## src/rtl/idx_ea_pkg.sv

```systemverilog
package idx_ea_pkg;

    typedef enum logic [2:0] {
        ST_IDLE,
        ST_OFS,
        ST_CALC,
        ST_PTR,
        ST_DONE
    } state_e;

    typedef enum logic [3:0] {
        FM_OFS5,
        FM_NONE,
        FM_OFS8,
        FM_OFS16,
        FM_ACCA,
        FM_ACCB,
        FM_ACCD,
        FM_INC1,
        FM_INC2,
        FM_DEC1,
        FM_DEC2,
        FM_PC8,
        FM_PC16,
        FM_EXT,
        FM_BAD
    } form_e;

    typedef struct packed {
        form_e      form;
        logic       ind;
        logic       bad;
        logic [1:0] rsel;
        logic [1:0] nbytes;
        logic [3:0] cycles;
    } dec_t;

    localparam logic [3:0] IND_EXTRA = 4'd3;

endpackage

```

## src/rtl/idx_ea_decode.sv

```systemverilog
module idx_ea_decode
    import idx_ea_pkg::*;
(
    input  logic [7:0] pb,
    output dec_t       dec
);

    always_comb begin
        dec        = '0;
        dec.form   = FM_BAD;
        dec.rsel   = pb[6:5];
        dec.ind    = pb[7] & pb[4];
        if (!pb[7]) begin
            dec.form   = FM_OFS5;
            dec.cycles = 4'd1;
        end else if (pb == 8'h9F) begin
            dec.form   = FM_EXT;
            dec.nbytes = 2'd2;
            dec.cycles = 4'd5;
        end else begin
            unique case (pb[3:0])
                4'b0100: begin dec.form = FM_NONE;  dec.cycles = 4'd0; end
                4'b1000: begin dec.form = FM_OFS8;  dec.cycles = 4'd1; dec.nbytes = 2'd1; end
                4'b1001: begin dec.form = FM_OFS16; dec.cycles = 4'd4; dec.nbytes = 2'd2; end
                4'b0110: begin dec.form = FM_ACCA;  dec.cycles = 4'd1; end
                4'b0101: begin dec.form = FM_ACCB;  dec.cycles = 4'd1; end
                4'b1011: begin dec.form = FM_ACCD;  dec.cycles = 4'd4; end
                4'b0000: begin dec.form = FM_INC1;  dec.cycles = 4'd2; end
                4'b0001: begin dec.form = FM_INC2;  dec.cycles = 4'd3; end
                4'b0010: begin dec.form = FM_DEC1;  dec.cycles = 4'd2; end
                4'b0011: begin dec.form = FM_DEC2;  dec.cycles = 4'd3; end
                4'b1100: begin dec.form = FM_PC8;   dec.cycles = 4'd1; dec.nbytes = 2'd1; end
                4'b1101: begin dec.form = FM_PC16;  dec.cycles = 4'd5; dec.nbytes = 2'd2; end
                default: begin dec.bad = 1'b1; end
            endcase
            // single steps have no indirect variant
            if (dec.ind && (dec.form == FM_INC1 || dec.form == FM_DEC1)) begin
                dec.bad = 1'b1;
            end
            if (!dec.bad && dec.ind) begin
                dec.cycles = dec.cycles + IND_EXTRA;
            end
        end
        if (dec.bad) begin
            dec.form   = FM_BAD;
            dec.ind    = 1'b0;
            dec.cycles = '0;
            dec.nbytes = '0;
        end
    end

endmodule

```

## src/rtl/idx_ea_agen.sv

```systemverilog
module idx_ea_agen
    import idx_ea_pkg::*;
#(
    parameter int AW = 16,
    parameter int DW = 8
) (
    input  form_e          form,
    input  logic [AW-1:0]  base,
    input  logic [AW-1:0]  pc,
    input  logic [AW-1:0]  ofs,
    input  logic [4:0]     pb5,
    input  logic [DW-1:0]  acc_a,
    input  logic [DW-1:0]  acc_b,
    output logic [AW-1:0]  addr,
    output logic [AW-1:0]  wbv,
    output logic           wbn
);

    localparam int SXW = AW - DW;

    logic [AW-1:0] sx_ofs5;
    logic [AW-1:0] sx_ofs8;
    logic [AW-1:0] sx_a;
    logic [AW-1:0] sx_b;
    logic [AW-1:0] acc_d;

    assign sx_ofs5 = {{(AW-5){pb5[4]}}, pb5};
    assign sx_ofs8 = {{SXW{ofs[DW-1]}}, ofs[DW-1:0]};
    assign sx_a    = {{SXW{acc_a[DW-1]}}, acc_a};
    assign sx_b    = {{SXW{acc_b[DW-1]}}, acc_b};
    assign acc_d   = AW'({acc_a, acc_b});

    always_comb begin
        addr = base;
        wbv  = base;
        wbn  = 1'b0;
        unique case (form)
            FM_OFS5:  addr = base + sx_ofs5;
            FM_NONE:  addr = base;
            FM_OFS8:  addr = base + sx_ofs8;
            FM_OFS16: addr = base + ofs;
            FM_ACCA:  addr = base + sx_a;
            FM_ACCB:  addr = base + sx_b;
            FM_ACCD:  addr = base + acc_d;
            FM_INC1:  begin addr = base;        wbv = base + AW'(1); wbn = 1'b1; end
            FM_INC2:  begin addr = base;        wbv = base + AW'(2); wbn = 1'b1; end
            FM_DEC1:  begin addr = base - AW'(1); wbv = base - AW'(1); wbn = 1'b1; end
            FM_DEC2:  begin addr = base - AW'(2); wbv = base - AW'(2); wbn = 1'b1; end
            FM_PC8:   addr = pc + sx_ofs8;
            FM_PC16:  addr = pc + ofs;
            FM_EXT:   addr = ofs;
            default:  addr = base;
        endcase
    end

endmodule

```

## src/rtl/idx_ea_unit.sv

```systemverilog
module idx_ea_unit
    import idx_ea_pkg::*;
#(
    parameter int AW = 16,
    parameter int DW = 8
) (
    input  logic           clk,
    input  logic           rst_n,
    input  logic           start,
    input  logic [7:0]     postbyte,
    input  logic [AW-1:0]  reg_x,
    input  logic [AW-1:0]  reg_y,
    input  logic [AW-1:0]  reg_u,
    input  logic [AW-1:0]  reg_s,
    input  logic [DW-1:0]  acc_a,
    input  logic [DW-1:0]  acc_b,
    input  logic [AW-1:0]  pc_next,
    output logic           mem_req,
    output logic [AW-1:0]  mem_addr,
    input  logic           mem_ack,
    input  logic [DW-1:0]  mem_rdata,
    output logic           done,
    output logic [AW-1:0]  ea,
    output logic [3:0]     extra_cycles,
    output logic [1:0]     extra_bytes,
    output logic           illegal,
    output logic           wb_en,
    output logic [1:0]     wb_sel,
    output logic [AW-1:0]  wb_value
);

    localparam int NREG  = 4;
    localparam int HIW   = AW - DW;
    localparam logic [1:0] PTR_BYTES = 2'(AW / DW);

    typedef struct packed {
        state_e        st;
        dec_t          dec;
        logic [4:0]    pb5;
        logic [AW-1:0] base;
        logic [AW-1:0] pc;
        logic [AW-1:0] ofs;
        logic [AW-1:0] ptr;
        logic [AW-1:0] ea;
        logic [AW-1:0] wbv;
        logic [DW-1:0] a;
        logic [DW-1:0] b;
        logic [1:0]    cnt;
        logic          wbp;
    } ctx_t;

    ctx_t ctx_d, ctx_q;

    dec_t          dec_in;
    logic [AW-1:0] regs [NREG];
    logic [AW-1:0] ag_addr;
    logic [AW-1:0] ag_wbv;
    logic          ag_wbn;
    logic [AW-1:0] ofs_shift;

    assign regs[0] = reg_x;
    assign regs[1] = reg_y;
    assign regs[2] = reg_u;
    assign regs[3] = reg_s;

    idx_ea_decode u_dec (
        .pb  (postbyte),
        .dec (dec_in)
    );

    idx_ea_agen #(.AW(AW), .DW(DW)) u_agen (
        .form  (ctx_q.dec.form),
        .base  (ctx_q.base),
        .pc    (ctx_q.pc),
        .ofs   (ctx_q.ofs),
        .pb5   (ctx_q.pb5),
        .acc_a (ctx_q.a),
        .acc_b (ctx_q.b),
        .addr  (ag_addr),
        .wbv   (ag_wbv),
        .wbn   (ag_wbn)
    );

    // bytes arrive most significant first
    assign ofs_shift = {ctx_q.ofs[HIW-1:0], mem_rdata};

    always_comb begin
        ctx_d = ctx_q;
        unique case (ctx_q.st)
            ST_IDLE: begin
                if (start) begin
                    ctx_d.dec  = dec_in;
                    ctx_d.pb5  = postbyte[4:0];
                    ctx_d.base = regs[postbyte[6:5]];
                    ctx_d.pc   = pc_next;
                    ctx_d.a    = acc_a;
                    ctx_d.b    = acc_b;
                    ctx_d.ofs  = '0;
                    ctx_d.wbp  = 1'b0;
                    ctx_d.cnt  = dec_in.nbytes;
                    if (dec_in.bad) begin
                        ctx_d.ea = '0;
                        ctx_d.st = ST_DONE;
                    end else if (dec_in.nbytes != 2'd0) begin
                        ctx_d.st = ST_OFS;
                    end else begin
                        ctx_d.st = ST_CALC;
                    end
                end
            end
            ST_OFS: begin
                if (mem_ack) begin
                    ctx_d.ofs = ofs_shift;
                    ctx_d.pc  = ctx_q.pc + AW'(1);
                    ctx_d.cnt = ctx_q.cnt - 2'd1;
                    if (ctx_q.cnt == 2'd1) begin
                        ctx_d.st = ST_CALC;
                    end
                end
            end
            ST_CALC: begin
                ctx_d.ea  = ag_addr;
                ctx_d.wbv = ag_wbv;
                ctx_d.wbp = ag_wbn;
                if (ctx_q.dec.ind) begin
                    ctx_d.ptr = ag_addr;
                    ctx_d.ofs = '0;
                    ctx_d.cnt = PTR_BYTES;
                    ctx_d.st  = ST_PTR;
                end else begin
                    ctx_d.st  = ST_DONE;
                end
            end
            ST_PTR: begin
                if (mem_ack) begin
                    ctx_d.ofs = ofs_shift;
                    ctx_d.ptr = ctx_q.ptr + AW'(1);
                    ctx_d.cnt = ctx_q.cnt - 2'd1;
                    if (ctx_q.cnt == 2'd1) begin
                        ctx_d.ea = ofs_shift;
                        ctx_d.st = ST_DONE;
                    end
                end
            end
            ST_DONE: begin
                ctx_d.st = ST_IDLE;
            end
            default: begin
                ctx_d.st = ST_IDLE;
            end
        endcase
    end

    always_ff @(posedge clk or negedge rst_n) begin
        if (!rst_n) begin
            ctx_q <= '0;
        end else begin
            ctx_q <= ctx_d;
        end
    end

    assign mem_req      = (ctx_q.st == ST_OFS) || (ctx_q.st == ST_PTR);
    assign mem_addr     = (ctx_q.st == ST_PTR) ? ctx_q.ptr : ctx_q.pc;
    assign done         = (ctx_q.st == ST_DONE);
    assign ea           = ctx_q.ea;
    assign extra_cycles = ctx_q.dec.cycles;
    assign extra_bytes  = ctx_q.dec.nbytes;
    assign illegal      = ctx_q.dec.bad;
    assign wb_en        = done && ctx_q.wbp;
    assign wb_sel       = ctx_q.dec.rsel;
    assign wb_value     = ctx_q.wbv;

endmodule

```

## config.mk

```make
export PLATFORM = sky130hd
export DESIGN_NAME = idx_ea_unit
export DESIGN_NICKNAME = d
export VERILOG_FILES = /design/src/rtl/idx_ea_pkg.sv /design/src/rtl/idx_ea_decode.sv /design/src/rtl/idx_ea_agen.sv /design/src/rtl/idx_ea_unit.sv
export SDC_FILE = /design/constraint.sdc
export NUM_CORES = 1
export LEC_CHECK = 0
export BUFFER_PORTS_ARGS = -buffer_cell sky130_fd_sc_hd__buf_4
export CORE_MARGIN = 3
export CORE_UTILIZATION = 56
export CTS_BUF_LIST = sky130_fd_sc_hd__clkbuf_8
export CTS_CLUSTER_DIAMETER = 50
export DETAILED_ROUTE_END_ITERATION = 6
export PLACE_DENSITY = 0.77
export SLEW_MARGIN = 10
export SYNTH_ARGS = -nofsm -noshare
export SYNTH_HDL_FRONTEND = slang
export SYNTH_SLANG_ARGS = --single-unit
export TNS_END_PERCENT = 5
```

## constraint.sdc

```tcl
create_clock -name clk -period 9 [get_ports clk]
set_input_delay 0.9 -clock clk [delete_from_list [all_inputs] [get_ports clk]]
set_output_delay 0.9 -clock clk [all_outputs]
set_load 0.02 [all_outputs]
```

# Word-level counts from Yosys, hierarchy flattened

Index checks and enable logic that the tools add are counted.

Memories: 0
Memory bits (writable): 0
ROM bits: 0
Input bits: 116
Bits in latches: 0
Flip-flop bits (word level): 137

Mux-type cells: 52
Eq/ne operators: 39
Reductions and logical operators: 33
Div/mod/pow operators: 0
$lt $le $gt $ge: 1
Add/subtract/negate cells: 16
$mul: 0
Bitwise gates (word level): 2
Shifts and indexed selects: 0

Operator list:

| cell                    | count |
|---|---|
| $pmux W16 S11           | 1 |
| $add A16 B16 Y16        | 8 |
| $pmux W16 S4            | 2 |
| $mux W16                | 6 |
| $mux W70                | 1 |
| $mux W32                | 2 |
| $pmux W16 S2            | 2 |
| $add A16 B1 Y16 const B | 3 |
| $eq A4 B4 Y1 const B    | 12 |
| $mux W48                | 1 |
| $pmux W16 S3            | 1 |
| $pmux W4 S12            | 1 |
| $bmux W16 S2            | 1 |
| $eq A4 B3 Y1 const B    | 8 |
| $mux W4                 | 8 |
| $mux W3                 | 7 |
| $add A16 B2 Y16 const B | 1 |
| $eq A4 B2 Y1 const B    | 4 |
| $sub A16 B1 Y16 const B | 1 |
| $sub A16 B2 Y16 const B | 1 |
| $pmux W3 S5             | 1 |
| $reduce_and A5 Y1       | 3 |
| $ne A2 B2 Y1 const B    | 7 |
| $mux W6                 | 2 |
| other kinds (33)        | 59 |

# Longest topological paths before layout

Gate-level depths: netlist (run 1).

Depth in word-level cells: 21
Depth in mapped cells: 16
Depth with buffers taken out: 14

# By module

A second synthesis (run 1) with hierarchy kept.

Cells, all modules: 1480
Area, all modules: 11649.9 um^2

By module, submodules not included:

| module        | area an instance (um^2) | times used | cells each | sequential area each (um^2) |
|---|---|---|---|---|
| idx_ea_unit   | 7354.6                  | 1          | 805        | 3428.3 |
| idx_ea_agen   | 3849.9                  | 1          | 606        | 0.0 |
| idx_ea_decode | 445.4                   | 1          | 69         | 0.0 |

# Worst setup path before layout (run 1)

No wires, ideal clock.

Kind: register -> register
From: register ctx_q[131] (netlist bit)
To: register ctx_q, in the netlist ea[14]
Path slack: 5369 ps
Clock period less this slack: 3631 ps
Setup time: 82 ps
Stages on the path, launching flop included: 15
Buffers on the path: 4
Data arrival time: 3549 ps
Data required time: 8918 ps
Path through: dfrtp_1 buf_4 nor4bb_1 buf_2 clkbuf_1 mux2_2 ha_1 buf_2 a211o_1 o21ai_2 a21oi_1 or4_1 a41oi_1 o21ai_1 a31oi_1

Longest elaborated chain between the ends: 3

Ends and longest elaborated chain:

| element                                    | RTL line           | RTL |
|---|---|---|
| start, declared                            | idx_ea_unit.sv:52  | `ctx_t ctx_d, ctx_q;` |
| start signal, assigned                     | idx_ea_unit.sv:158 | `ctx_q <= ctx_d;` |
| $eq A4 B4 Y1, or another cell as far along | idx_ea_agen.sv:37  | `unique case (form)` |
| $pmux W16 S11 *                            | idx_ea_agen.sv:37  |  |
| $pmux W16 S3 *                             | idx_ea_unit.sv:89  | `unique case (ctx_q.st)` |

Every way passes the cells marked *; elsewhere a longest branch is shown, timed or not.
A chain may end at the register's enable or synchronous reset.

# Worst setup path in the final report (run 1)

From: register ctx_q[130] (netlist bit)
To: register ctx_q[59] (netlist bit)

Longest elaborated chain between the ends: 4

Ends and longest elaborated chain:

| element                                    | RTL line           | RTL |
|---|---|---|
| $eq A4 B4 Y1, or another cell as far along | idx_ea_agen.sv:37  |  |
| $pmux W16 S11 *                            | idx_ea_agen.sv:37  |  |
| $mux W32 *                                 | idx_ea_unit.sv:125 | `if (ctx_q.dec.ind) begin` |
| $pmux W16 S2 *                             | idx_ea_unit.sv:89  |  |

Every way passes the cells marked *; elsewhere a longest branch is shown, timed or not. The select of a mux whose other input is x is not followed.

==> flow_summary_export.csv, run 1 <==
group,metric,value,unit
clocking,cts_setup_buffers,0,
route,drc,1,
clocking,clk_path_buf_depth,2,
sta,setup_viol_count_final,0,
final_layout,drive_gt1_share,17.8,%
synthesis,synth.avg_cell_area,7.73,um^2
synthesis,synth_simple_gate_area_share,24.2,%
pwr,p_leak,6.07,nW
clocking,cts.clk_slew.worst_paths,90,ps
worst_setup_path,cp.arrival,5330,ps
floorplanning,die_y,153,um
placement,place_congestion,1.04,
synthesis,synth_compound_area_share,25.0,%
sta,fin_skew,17.3,ps
grt,grt_pass1_vias,11980,
worst_setup_path,path_max_fanout,26,
synthesis,ys.flop_type,"dfrtp_1",
synthesis,syn_inst,1557,
synthesis,yosys.area.top_type_share,28.5,%
status,status,"complete, but fails checks",
sta,fin_crit,5010,ps
floorplanning,design.core.area,21100,um^2
route,wl,42500,um
floorplanning,dieArea,23300,um^2
sta,setup_tns,0,ps
grt,antenna_found_initial,1,
synthesis,synthXorXnorAreaFrac,3.13,%
synthesis,synth_top_family_by_area,"compound AO/OA/AOI/OAI gates",
route,vias,12506,
min_path,hold_path_class,"input pin to asynchronous set/reset pin",
final_layout,layout_commonest_cell,"nand2_1",
floorplanning,die_w,153,um
synthesis,synthMuxAreaShare,5.74,%
worst_setup_path,crit_type,"flip-flop to flip-flop",
pwr,peakVddDrop,0.198,mV
final_layout,n_antenna_cell,0,
synthesis,async_flop_share,100,%
synthesis,syn-cell-area,12000,um^2
worst_setup_path,critPathRequiredTime,9320,ps
clocking,clkSinkCount,137,
grt,overflow,0,
route,drtIter0Drc,1195,
grt,grt_max_degree,73,
status,violations,"design-rule violations",
worst_setup_path,cp-start-kind,"flip-flop",
synthesis,ys_types,98,
final_layout,fin_cells,1911,
final_layout,fillers,1936,
final_layout,multi_input_area,7830,um^2
synthesis,synth-seq-area-share,28.5,%
route,drtAntennaViolNets,0,
synthesis,synth_edf_count,0,
job,cap_violations,0,
clocking,cts-buffers-inserted,17,
floorplanning,initial_core_util,57.1,%
floorplanning,io_pins,176,
final_layout,nets,1800,
synthesis,synth_fa_ha_area_share,6.51,%
grt,grt_usage,35.5,%
synthesis,yosysWarningCount,0,
route,routed_via_density,6.54,
synthesis,synth_area_leader_cell,"dfrtp_1",
route,firstDrtPassIters,7,
synthesis,synth_area_leaders,"dfrtp_1, nand2_1, ha_1",
worst_setup_path,cp-end-kind,"flip-flop",
sta,worst_pin_slew,1150,ps
clocking,cts_root_buf,"clkbuf_8",
clocking,cts_hold_buf,0,
sta,hold_viol_final,0,
floorplanning,std_cell_rows,53,
sta,max_slew_margin,23.5,%
worst_setup_path,r2r_cells,13,
synthesis,synth_nets,1733,
synthesis,ys_ff_latch,137,
final_layout,final_cell_mix,"nand2_1, buf_4, dfrtp_1",
clocking,cts-resized-gates,0,
pwr,power_per_cell_area,427,nW/um^2
grt,grt_pass1_wl,66000,um
placement,port-buffer-count,175,
clocking,cts_tree,"done",
sta,fmax,200,MHz
sta,slew_viol_final,0,
placement,place_inst,1880,
final_layout,final-seq-area,3430,um^2
clocking,clock_latency,470,ps
clocking,cts_htree_levels,4,
placement,hpwl,31500,um
route,routedWlPerCell,22.3,um
final_layout,syn_to_final_growth,12.6,%
sta,grt_setup_unrepaired,"no",
sta,min_period_over_period,55.7,%
## critical path, cell delays in order (launching register included)
cell and delay, ps:
dfrtp_1 890, and2_1 330, nand2_1 540, mux2_2 490
ha_1 220, fa_1 420, a21o_1 210, a221oi_1 670
o21ai_0 170, a21oi_1 210, xor2_1 170, o221ai_1 120
a21oi_1 270, a221oi_1 130
## area by class of cell
cell class	instances	share of cell area (%)
clock buffers	18	1.83
clock inverters	13	1.26
inverters	27	0.748
multi-input cells	1251	57.8
flip-flops and latches	137	25.3
well taps	275	2.54
repair buffers	190	10.6
## flip-flops by register name, summed over array words and instances (netlist names)
register,cells
extra_cycles,4
ea,16
ctx_q,96
illegal,1
wb_sel,2
wb_value,16
extra_bytes,2
## through the flow
stage	hold WS, ps	worst slack [ps]	power, mW	utilization, %	area, um^2
after CTS	453	4150	5.68	64.3	13600
after global routing	479	3730	6.16	64.3	13600
after global placement	460	4300	5.07	62.3	13100
after floorplan	444	5370	3.92	-	12000
final	417	3990	5.79	64.3	13600
after detailed placement	464	4150	5.11	62.3	13100
## Yosys cell counts (5+ instances only)
cell / count
nor2_1: 110
mux2_2: 24
a2111oi_0: 6
a211oi_1: 14
nand2_1: 322
xnor2_1: 27
nor3_1: 24
mux2i_1: 6
a32o_1: 5
buf_4: 45
dfrtp_1: 137
o221ai_1: 8
o22ai_1: 10
o41ai_1: 6
and2_1: 7
a31oi_1: 37
ha_1: 57
nand4_1: 13
o21ai_0: 111
a21o_1: 17
mux4_2: 16
o21ai_1: 13
nor2b_1: 5
or3_1: 9
and3_1: 19
a22oi_1: 8
nand3b_1: 7
clkbuf_1: 80
inv_1: 25
nand3_1: 63
xor2_1: 16
buf_2: 14
nor3b_1: 7
nand2b_1: 18
o21a_1: 9
o211ai_1: 18
o31ai_1: 6
a21oi_1: 117
a211o_1: 8
a221oi_1: 10
## kinds of logic (layout without fill, tap and decap cells)
group	count (synthesis)	count (layout)
xor gates and xnor gates	43	43
muxes	46	46
buffers and inverters	169	248
and+or+nand+nor	638	638
DFF	137	137
adders and majority gates	61	61
AOI/OAI and AO/OA	463	463
## where the power goes
part	total (mW)	switching [mW]	leakage [nW]	internal [mW]
Combinational	3.81	2.38	4.16	1.43
Clock	0.558	0.274	0.205	0.283
Sequential	1.42	0.536	1.71	0.885
## final timing paths
path | start | to | slack, ps
worst max-delay path | ctx_q[130] | ctx_q[59] | 3990
worst min-delay path | rst_n | ea[5] | 420
worst max register to register | ctx_q[130] | ctx_q[59] | 3990
worst min register to register | wb_value[0] | wb_value[0] | 480
max in group asynchronous | rst_n | illegal | 7230
min in group clk | wb_value[0] | wb_value[0] | 480
## per-layer routing
metal,up-vias,track usage (%),wire [um]
met5,-,0,0
met4,0,16.0,1910
met3,139,6.93,4450
met2,733,54.6,18700
met1,5872,48.7,17500
li1,5762,-,-
Note: power is estimated with default switching activity, not from simulation.
==> run 2: changes to the inputs <==
clock period = 4.74 ns   (was 9 ns; I/O delays follow)
==> run 2 against run 1 <==
Compared with the run above:
- the flow still finishes with violations (design-rule violations)
- power is 91% higher
- routed wire length hardly changed
- final cell count is 0.73% higher
- worst hold slack worse by 300 ps
- global-route usage is 0.14 points higher
- highest routed layer is now met5
- critical path depth is 1 lower
- first-iteration DRC count is 3.5% lower
- register-to-register slack worse by 3300 ps
- combinational power is 92% higher
==> flow_summary_export.csv, run 2 (synthesized netlist as in run 1, its figures left out) <==
group,metric,value,unit
placement,preCtsSetupSlack,733,ps
sta,max_slew_margin,20.3,%
floorplanning,dieArea,23300,um^2
job,cap_violations,0,
route,routed_via_density,6.52,
route,routedWlPerCell,22.1,um
sta,min_period_over_period,86.4,%
sta,fin_ws,643,ps
floorplanning,std_cell_rows,53,
grt,grt_pass1_vias,11894,
route,drc,1,
final_layout,largest_reg_flops,96,
floorplanning,io_pins,176,
final_layout,n_antenna_cell,0,
clocking,cts_hold_buf,0,
sta,setup_tns,0,ps
clocking,clk_path_buf_depth,2,
floorplanning,die_y,153,um
route,drtIter0Drc,1153,
worst_setup_path,startpoint,"ctx_q[132]",
clocking,cts-buffers-inserted,17,
pwr,peakVddDrop,0.453,mV
grt,grt_usage,35.7,%
final_layout,multi_input_area,7820,um^2
final_layout,regMostFlops,"ctx_q",
worst_setup_path,path_max_fanout,17,
final_layout,final_cell_mix,"nand2_1, buf_4, dfrtp_1",
route,wl,42500,um
clocking,cts_root_buf,"clkbuf_8",
sta,fin_skew,23.1,ps
route,vias,12554,
min_path,hold_path_class,"input pin to asynchronous set/reset pin",
clocking,cts.clk_slew.worst_paths,100,ps
final_layout,drive_gt1_share,18.5,%
worst_setup_path,cp.arrival,4430,ps
clocking,cts_tree,"done",
floorplanning,die_w,153,um
pwr,power_per_cell_area,810,nW/um^2
worst_setup_path,cp-start-kind,"flip-flop",
final_layout,layout_commonest_cell,"nand2_1",
final_layout,fillers,1921,
final_layout,syn_to_final_growth,13.5,%
placement,port-buffer-count,175,
sta,slew_viol_final,0,
floorplanning,design.core.area,21100,um^2
grt,overflow,0,
clocking,cts_setup_buffers,0,
route,drtAntennaViolNets,0,
sta,fmax,244,MHz
clocking,clkSinkCount,137,
worst_setup_path,critPathRequiredTime,5070,ps
placement,hpwl,31900,um
clocking,clock_latency,480,ps
grt,grt_pass1_wl,66300,um
worst_setup_path,reg2reg_from,"ctx_q[132]",
sta,worst_pin_slew,1200,ps
final_layout,nets,1813,
grt,antenna_found_initial,1,
clocking,cts_htree_levels,4,
status,violations,"design-rule violations",
sta,setup_viol_count_final,0,
final_layout,final-seq-area,3430,um^2
sta,grt_setup_unrepaired,"no",
sta,fin_crit,4100,ps
status,status,"complete, but fails checks",
route,firstDrtPassIters,7,
worst_setup_path,crit_type,"flip-flop to flip-flop",
placement,place_congestion,1.02,
clocking,cts-resized-gates,0,
floorplanning,initial_core_util,57.1,%
sta,hold_viol_final,0,
worst_setup_path,cp-end-kind,"flip-flop",
pwr,p_leak,6.15,nW
grt,grt_max_degree,103,
==> run 2: changes by cell type in the layout (fill, tap and decap cells not counted), sizes merged <==
cell	previous run	this run
buf	190	203
clkinv	3	2
clkinvlp	3	1
inv	31	35
==> run 2: layout make-up <==
cell class,instances,share of cell area [%]
Multi-Input combinational cell,1251,57.3
Sequential cell,137,25.1
Timing Repair Buffer,203,11.2
Tap cell,275,2.52
Clock buffer,18,1.81
Clock inverter,14,1.36
Inverter,27,0.742
==> run 2: per-stage QoR <==
step,hold slack (ps),power [mW],instances,utilization (%),area [um^2]
finish,115,11.1,1925,64.8,13700
global route,171,11.8,1925,64.8,13700
CTS,163,10.9,1925,64.8,13700
detailed placement,467,9.77,1893,62.7,13200
global placement,460,9.68,1893,62.7,13200
floorplan,178,7.44,1557,-,12000
==> run 2: final timing paths <==
path	to	slack, ps	cells past startpoint
setup / recovery	ctx_q[66]	640	12
hold / removal	ea[11]	120	1
setup reg to reg	ctx_q[66]	640	12
hold reg to reg	wb_sel[0]	480	2
max in group asynchronous	ctx_q[100]	3530	2
min in group clk	ctx_q[18]	190	3
==> run 2: where the power goes <==
part | internal [mW] | leakage (nW) | total [mW] | switching [mW]
Sequential | 1.68 | 1.71 | 2.64 | 0.959
Clock | 0.550 | 0.220 | 1.11 | 0.557
Combinational | 2.76 | 4.22 | 7.32 | 4.56
==> run 2: metal layers <==
metal  wire (um)  GRT usage [%]  vias to the layer above
met1       17300           49.4                     5958
li1            -              -                     5792
met3        4550           7.75                      110
met5          13              0                        -
met2       19000           54.9                      692
met4        1590           13.9                        2
==> run 2: critical path, stage by stage, from the launching register on <==
cell      delay, ps
dfrtp_1         580
nor4bb_4        420
buf_4           320
mux2_2          370
ha_1            410
nand2_1          70
o21ai_0         400
nand2_1         130
a311oi_1        370
or4_1           180
nand4b_1        140
nor4_2          430
a21oi_1         120
